### config.mk
export PLATFORM = sky130hd
export DESIGN_NAME = bitband_bridge
export DESIGN_NICKNAME = d
export VERILOG_FILES = /design/src/rtl/bitband_bridge.sv
export SDC_FILE = /design/constraint.sdc
export NUM_CORES = 1
export LEC_CHECK = 0
export ABC_AREA = 1
export BUFFER_PORTS_ARGS = -buffer_cell sky130_fd_sc_hd__buf_4
export CAP_MARGIN = 5
export CORE_MARGIN = 2
export CORE_UTILIZATION = 44
export CTS_BUF_LIST = sky130_fd_sc_hd__clkbuf_4 sky130_fd_sc_hd__clkbuf_8
export DETAILED_ROUTE_END_ITERATION = 12
export PLACE_DENSITY = 0.79
export RECOVER_POWER = 25
export SYNTH_ARGS = -nofsm -noshare
export SYNTH_HDL_FRONTEND = slang
export SYNTH_SLANG_ARGS = --single-unit
### constraint.sdc
create_clock -name clk -period 1.5 [get_ports clk]
set_clock_uncertainty 0.15 [all_clocks]
set_input_delay 0.225 -clock clk [delete_from_list [all_inputs] [get_ports clk]]
set_output_delay 0.225 -clock clk [all_outputs]
set_load 0.01 [all_outputs]
### src/rtl/bitband_bridge.sv
module bitband_bridge #(
  parameter int          DATA_W     = 32,
  parameter logic [6:0]  SRAM_TAG   = 7'h11,
  parameter logic [6:0]  PERIPH_TAG = 7'h21
) (
  input  logic              clk,
  input  logic              rst_n,
  input  logic              cpu_valid,
  output logic              cpu_ready,
  input  logic [31:0]       cpu_addr,
  input  logic              cpu_we,
  input  logic [DATA_W-1:0] cpu_wdata,
  output logic [DATA_W-1:0] cpu_rdata,
  output logic              mem_valid,
  input  logic              mem_ready,
  output logic [31:0]       mem_addr,
  output logic              mem_we,
  output logic [DATA_W-1:0] mem_wdata,
  input  logic [DATA_W-1:0] mem_rdata,
  output logic              mem_lock
);
  localparam int BYTE_W = $clog2(DATA_W / 8);
  localparam int IDX_W  = $clog2(DATA_W);

  typedef enum logic [1:0] {ST_IDLE, ST_READ, ST_MODWR, ST_RESP} st_t;

  st_t               st;
  logic [31:0]       word_q;
  logic [IDX_W-1:0]  bit_q;
  logic              wr_q, val_q;
  logic [DATA_W-1:0] rd_q;

  wire alias_hit = (cpu_addr[31:25] == SRAM_TAG) || (cpu_addr[31:25] == PERIPH_TAG);
  wire [31:0] real_byte = {cpu_addr[31:28], 8'h00, cpu_addr[24:5]};
  wire pass = (st == ST_IDLE) && !alias_hit;
  wire busy_mem = (st == ST_READ) || (st == ST_MODWR);

  wire [DATA_W-1:0] bit_mask = DATA_W'(1) << bit_q;
  wire [DATA_W-1:0] mod_word = val_q ? (rd_q | bit_mask) : (rd_q & ~bit_mask);

  always_ff @(posedge clk or negedge rst_n) begin
    if (!rst_n) begin
      st     <= ST_IDLE;
      word_q <= '0;
      bit_q  <= '0;
      wr_q   <= 1'b0;
      val_q  <= 1'b0;
      rd_q   <= '0;
    end else begin
      case (st)
        ST_IDLE: if (cpu_valid && alias_hit) begin
          word_q <= {real_byte[31:BYTE_W], BYTE_W'(0)};
          bit_q  <= {real_byte[BYTE_W-1:0], cpu_addr[4:2]};
          wr_q   <= cpu_we;
          val_q  <= cpu_wdata[0];
          st     <= ST_READ;
        end
        ST_READ: if (mem_ready) begin
          rd_q <= mem_rdata;
          st   <= wr_q ? ST_MODWR : ST_RESP;
        end
        ST_MODWR: if (mem_ready) st <= ST_RESP;
        default: st <= ST_IDLE;
      endcase
    end
  end

  assign mem_valid = pass ? cpu_valid : busy_mem;
  assign mem_addr  = pass ? cpu_addr  : word_q;
  assign mem_we    = pass ? cpu_we    : (st == ST_MODWR);
  assign mem_wdata = pass ? cpu_wdata : mod_word;
  assign mem_lock  = wr_q && busy_mem;
  assign cpu_ready = pass ? mem_ready : (st == ST_RESP);
  assign cpu_rdata = pass ? mem_rdata :
                     ((st == ST_RESP) && !wr_q) ? DATA_W'(rd_q[bit_q]) : '0;

  AST_ALIAS_NOT_FORWARDED: assert property (@(posedge clk) disable iff (!rst_n)
    (st == ST_IDLE && cpu_valid && alias_hit) |-> !mem_valid);
  AST_READ_IS_ONE_BIT: assert property (@(posedge clk) disable iff (!rst_n)
    (cpu_ready && !pass) |-> (cpu_rdata[DATA_W-1:1] == '0));
  AST_WRITE_SAME_WORD: assert property (@(posedge clk) disable iff (!rst_n)
    (st == ST_MODWR) |-> (mem_addr == $past(mem_addr)));
  AST_ONE_BIT_CHANGED: assert property (@(posedge clk) disable iff (!rst_n)
    (st == ST_MODWR) |-> ($countones(mem_wdata ^ rd_q) <= 1));
  AST_WRITE_LOCKED: assert property (@(posedge clk) disable iff (!rst_n)
    (mem_valid && mem_we && !pass) |-> mem_lock);
  AST_LOCK_RELEASED: assert property (@(posedge clk) disable iff (!rst_n)
    (st == ST_RESP) |-> !mem_lock);
  AST_ACK_BEFORE_READY: assert property (@(posedge clk) disable iff (!rst_n)
    (st == ST_RESP && wr_q) |-> $past(mem_valid && mem_ready && mem_we));
  AST_HOLD_ON_WAIT: assert property (@(posedge clk) disable iff (!rst_n)
    (mem_valid && !mem_ready && !pass) |=> (mem_valid && $stable(mem_addr)));
endmodule

==> results.md, run 1 <==
* Top cells by count, synth: 220 x nand2_1, 98 x o21ai_0, 93 x inv_1, 63 x dfrtp_1, 61 x nor2_1
* IO buf count at 200
* Ys Warns at 0
* Distinct cells, synth at 24
* Dpl hpwl at 12,600 um
* Clock root buffer master: clkbuf_8
* Clk buf depth at 2
* Worst endpoint, post-GRT repair: mem_wdata[2]
* Post-synthesis instance area at 4360 sq um
* Placed cell count at 1,077
* Cell taking the most area after synthesis: dfrtp_1
* Die Y at 104 um
* Syn_nets at 794
* Placed Area at 7130 sq um
* Area contributors post-synth: dfrtp_1 36%, nand2_1 19%, o21ai_0 11%
* CTS H-tree lvls at 3
* Fraction of registers with async set/reset at 100%
* Run Error: [ERROR DPL-0038] Utilization greater than 100%, impossible to legalize
* Number of synthesized register bits at 63
* CTS sink cnt at 63
* Run status: stopped before the end
* Dpl ws at -0.455 ns
* Avg Inst Size Synth at 6.33 sq um
* WEP type: top-level output
* Count leader, synth: nand2_1
* Starting density of the core at 45.1%
* Post-synth EDFFs at 0
* Ys flop type: dfrtp_1
* I/O pin total at 201
* Post-synth top area share at 36.1%
* FP Rows at 36
* Num CTS Buffers at 9
* Seq/Total Area, Yosys at 36.1%
* Placer Congestion at 0.914
* Die Width at 104 um
* Cells after Synth at 689
* Largest net degree at the start of global routing at 50
* Halt Stage: global routing
repair_timing:
action,CTS
endpoints found under the hold margin,83
pin swaps,46
hold buffers,21
buffers inserted,24
gates resized for setup,280
endpoints found under the setup margin,135
gates cloned,14
stage by stage:
step	util, %	setup TNS (ns)
after floorplan	-	-6.59
after global placement	73.7	-35.80
after detailed placement	73.7	-41.78
after CTS	92.8	-61.10
cells by family after synthesis:
group / count (synthesis) / share of synthesized area (%)
fa+ha+maj: 4 / 1.15
simple gates: 326 / 29.9
xor+xnor: 1 / 0.201
compound gates: 153 / 18.8
buf+inv: 142 / 13.9
flops: 63 / 36.1
==> run 2: changes to the inputs <==
- CORE_UTILIZATION: 44 -> 40
- CTS_BUF_LIST: sky130_fd_sc_hd__clkbuf_4 sky130_fd_sc_hd__clkbuf_8 -> unset
- PLACE_DENSITY: 0.79 -> unset
- PLACE_DENSITY_LB_ADDON: unset -> 0.15
- clock period: 1.5 -> 1.95 ns (I/O delays scaled with it)
==> results.md, run 2 <==
* Pre-Repair DR Iteration Count at 6
* Number of global-route vias before repair at 5,022
* R2R Setup Slk at 0.15 ns
* Core Area at 10,700 sq um
* Routing usage on met2 at 44.5%
* Post-synthesis instance area at 4360 sq um (unchanged)
* GRT Max-Usage Layer: met2
* Critical Path Fanout Max at 8
* Largest net degree at the start of global routing at 47
* Slowest cell delay on critical path at 0.38 ns
* Die Width at 108 um (+4.7%)
* Seq/Total Area, Yosys at 36.1% (unchanged)
* Post-synth top area share at 36.1% (unchanged)
* Antenna violations before repair at 0
* I/O pin total at 201 (unchanged)
* Failing checks: setup timing
* Max Slew Vio Count at 0
* # setup viols final at 99
* Tightest hold margin at 0.0224 ns
* Worst skew pair latency at 0.35 ns
* Number of synthesized register bits at 63 (unchanged)
* Final WL at 18,400 um
* Ys Warns at 0 (unchanged)
* Total negative slack at -21.73 ns
* Max-Cap Viols at 0
* Fraction of registers with async set/reset at 100% (unchanged)
* GR met1 Demand/Resource at 37.8%
* Worst hold start: cpu_we
* Slew headroom at 47.8%
* Critical Path RT at 1.51 ns
* Max FFs per register at 32
* Most frequent cells in the layout: 187 x buf_4, 168 x nand2_1, 86 x inv_1
* # DRC at 0
* Post-synth EDFFs at 0 (unchanged)
* Starting density of the core at 40.6% (-4.4 points)
* Crit path capture type: output port
* Tcrit/Tclk final at 117%
* Slowest cell on crit path: dfrtp_1
* Simple-gate share of the synthesized area at 29.9% (unchanged)
* Num CTS Buffers at 9 (unchanged)
* Worst reg2reg startpoint: st[1]
* Final min period at 2.28 ns
* CP arrival at 1.84 ns
* Clock Pin Slew Worst Setup and Hold Paths at 0.07 ns
* IO buf count at 200 (unchanged)
* Fin worst setup slack at -0.335 ns
* Nets at 1,055
* Mux share of post-synthesis cell area at 0% (unchanged)
* Total global routing overflow at 0
* Post-synthesis xor/xnor area fraction at 0.201% (unchanged)
* Hold Path End: wr_q
* Top cells by count, synth: 220 x nand2_1, 98 x o21ai_0, 93 x inv_1, 63 x dfrtp_1, 61 x nor2_1
* Run status: finished, violations left
* FF-to-FF End: rd_q[15]
* Cell taking the most area after synthesis: dfrtp_1
* Clk buf depth at 2 (unchanged)
* Share of cells above drive strength 1 at 49.3%
* Syn-to-layout area delta at 91.4%
* Most flop-heavy register: rd_q
* Compound-Gate Fraction of Synth Area at 18.8% (unchanged)
* Fin. Hold Viols at 0
* Via count at 5,652
* Ys flop type: dfrtp_1
* CTS H-tree lvls at 3 (unchanged)
* Worst-Margin Slew at 0.783 ns
* IR Drop Worst-Case VDD at 0.884 mV
* Die ar. at 11,800 sq um
* Dpl hpwl at 11,400 um (-9.9%)
* Largest family of logic cells by synthesized area: simple AND/OR/NAND/NOR gates
* Area contributors post-synth: dfrtp_1 36%, nand2_1 19%, o21ai_0 11%
* Clock root buffer master: clkbuf_8
* Distinct cells, synth at 24 (unchanged)
* Critical path startpoint category: register
* Diodes inserted at 0
* Dpl ws at -0.135 ns (+0.321 ns)
* Total track usage at 27.7%
* CTS sink cnt at 63 (unchanged)
* DR WL/cell at 16.8 um
* Cells on Worst Hold Path at 3
* Initial drt markers at 436
* Worst path cell trace: inv_2, ha_4, nand2_4, buf_6, buf_12, nand2_4, nor2_1, nand3_2, nand2_2, buf_6
* Hold Path Class: input pin to register
* Global-route wire length before repair at 25,100 um
* Avg Inst Size Synth at 6.33 sq um (unchanged)
* Commonest non-fill, non-tap cell in the layout: buf_4
* Antenna viol nets, final at 0
* CP startpoint: st[0]
* Leakage Power at 4.20 nW
* CTS tree: done
* Count leader, synth: nand2_1
* Placer Congestion at 0.906 (-0.88%)
* FILL cells at 752
* Cells after Synth at 689 (unchanged)
* Fmax at 0.438 GHz
* GR Layer Usage met3 at 4.82%
* RSZ-0062 raised after global routing: yes
* Adder-Cell Fraction of Synth Area at 1.15% (unchanged)
* Die Y at 108 um (+4.7%)
* FP Rows at 38 (+5.6%)
* Drt via density at 5.16
* Crit path kind: register to output port
* Regs by FF count: rd_q (32), word_q (22), bit_q (5)
* R2r worst-path depth at 8
* PwrDens at 1610 nW/um^2
* Syn_nets at 794 (unchanged)
-- run 2: cell counts after synthesis --
No cell type changed its count.
-- run 2: what timing repair did --
action                                  4_1_cts  5_1_grt
gates cloned                                  9       10
endpoints found under the setup margin       99       99
buffers inserted                             16       11
resized for setup                           161      203
endpoints found under the hold margin        32        0
hold buffers                                  5        0
pin swaps                                    21       23
-- run 2: final cells by class --
type	instances	area, sq um	area share, %
Multi-Input combinational cell	484	3050	36.5
Timing Repair Buffer	294	2970	35.5
Sequential cell	63	1580	18.9
Inverter	98	390	4.67
Tap cell	140	175	2.10
Clock buffer	9	124	1.48
Clock inverter	7	72.6	0.869
-- run 2: worst max-delay path by stage --
stage	cells past startpoint	to	slack (ns)
after global placement	9	mem_addr[5]	-0.09
after floorplan	8	mem_wdata[13]	0.16
after global routing	10	cpu_rdata[0]	-0.41
after detailed placement	9	mem_addr[5]	-0.13
after CTS	11	cpu_rdata[0]	-0.28
final	10	cpu_rdata[0]	-0.33
-- run 2: routing by layer --
| layer | vias to the layer above | wire length [um] | part of all wire, % |
|---|---|---|---|
| met1 | 2658 | 7520 | 41 |
| met3 | 37 | 1450 | 7.8 |
| met4 | 0 | 451 | 2.4 |
| met2 | 253 | 9020 | 49 |
| met5 | - | 0 | 0 |
| li1 | 2704 | - | - |
-- run 2: through the flow --
step	area (sq um)	utilization (%)	total power [mW]	std cells
3_3_place_gp	6230	58.0	8.06	1031
3_5_place_dp	6230	58.0	8.17	1031
2_1_floorplan	4360	-	5.36	689
5_1_grt	8350	77.7	14.2	1095
6_report	8350	77.7	13.5	1095
4_1_cts	7330	68.2	11.4	1077
-- run 2: critical path: cells and delay by family, from the launching register on --
family	cells	cell delay (ns)
flip-flops	1	0.38
adder cells (fa/ha/maj)	1	0.16
AND/OR/NAND/NOR	5	0.50
buffers and inverters	4	0.45
-- run 2: kinds of logic (layout without fill, tap and decap cells) --
kind of cell	Yosys count	in the layout
buffers and inverters	142	408
XOR/XNOR	1	1
AND/OR/NAND/NOR	326	326
adder cells (fa/ha/maj)	4	4
flip-flops	63	63
AO/OA/AOI/OAI	153	153
-- run 2: power by group --
group,internal (mW),switching (mW)
logic,5.11,5.03
clock network,0.591,0.568
registers,1.78,0.390
Note: power is estimated with default switching activity, not from simulation.
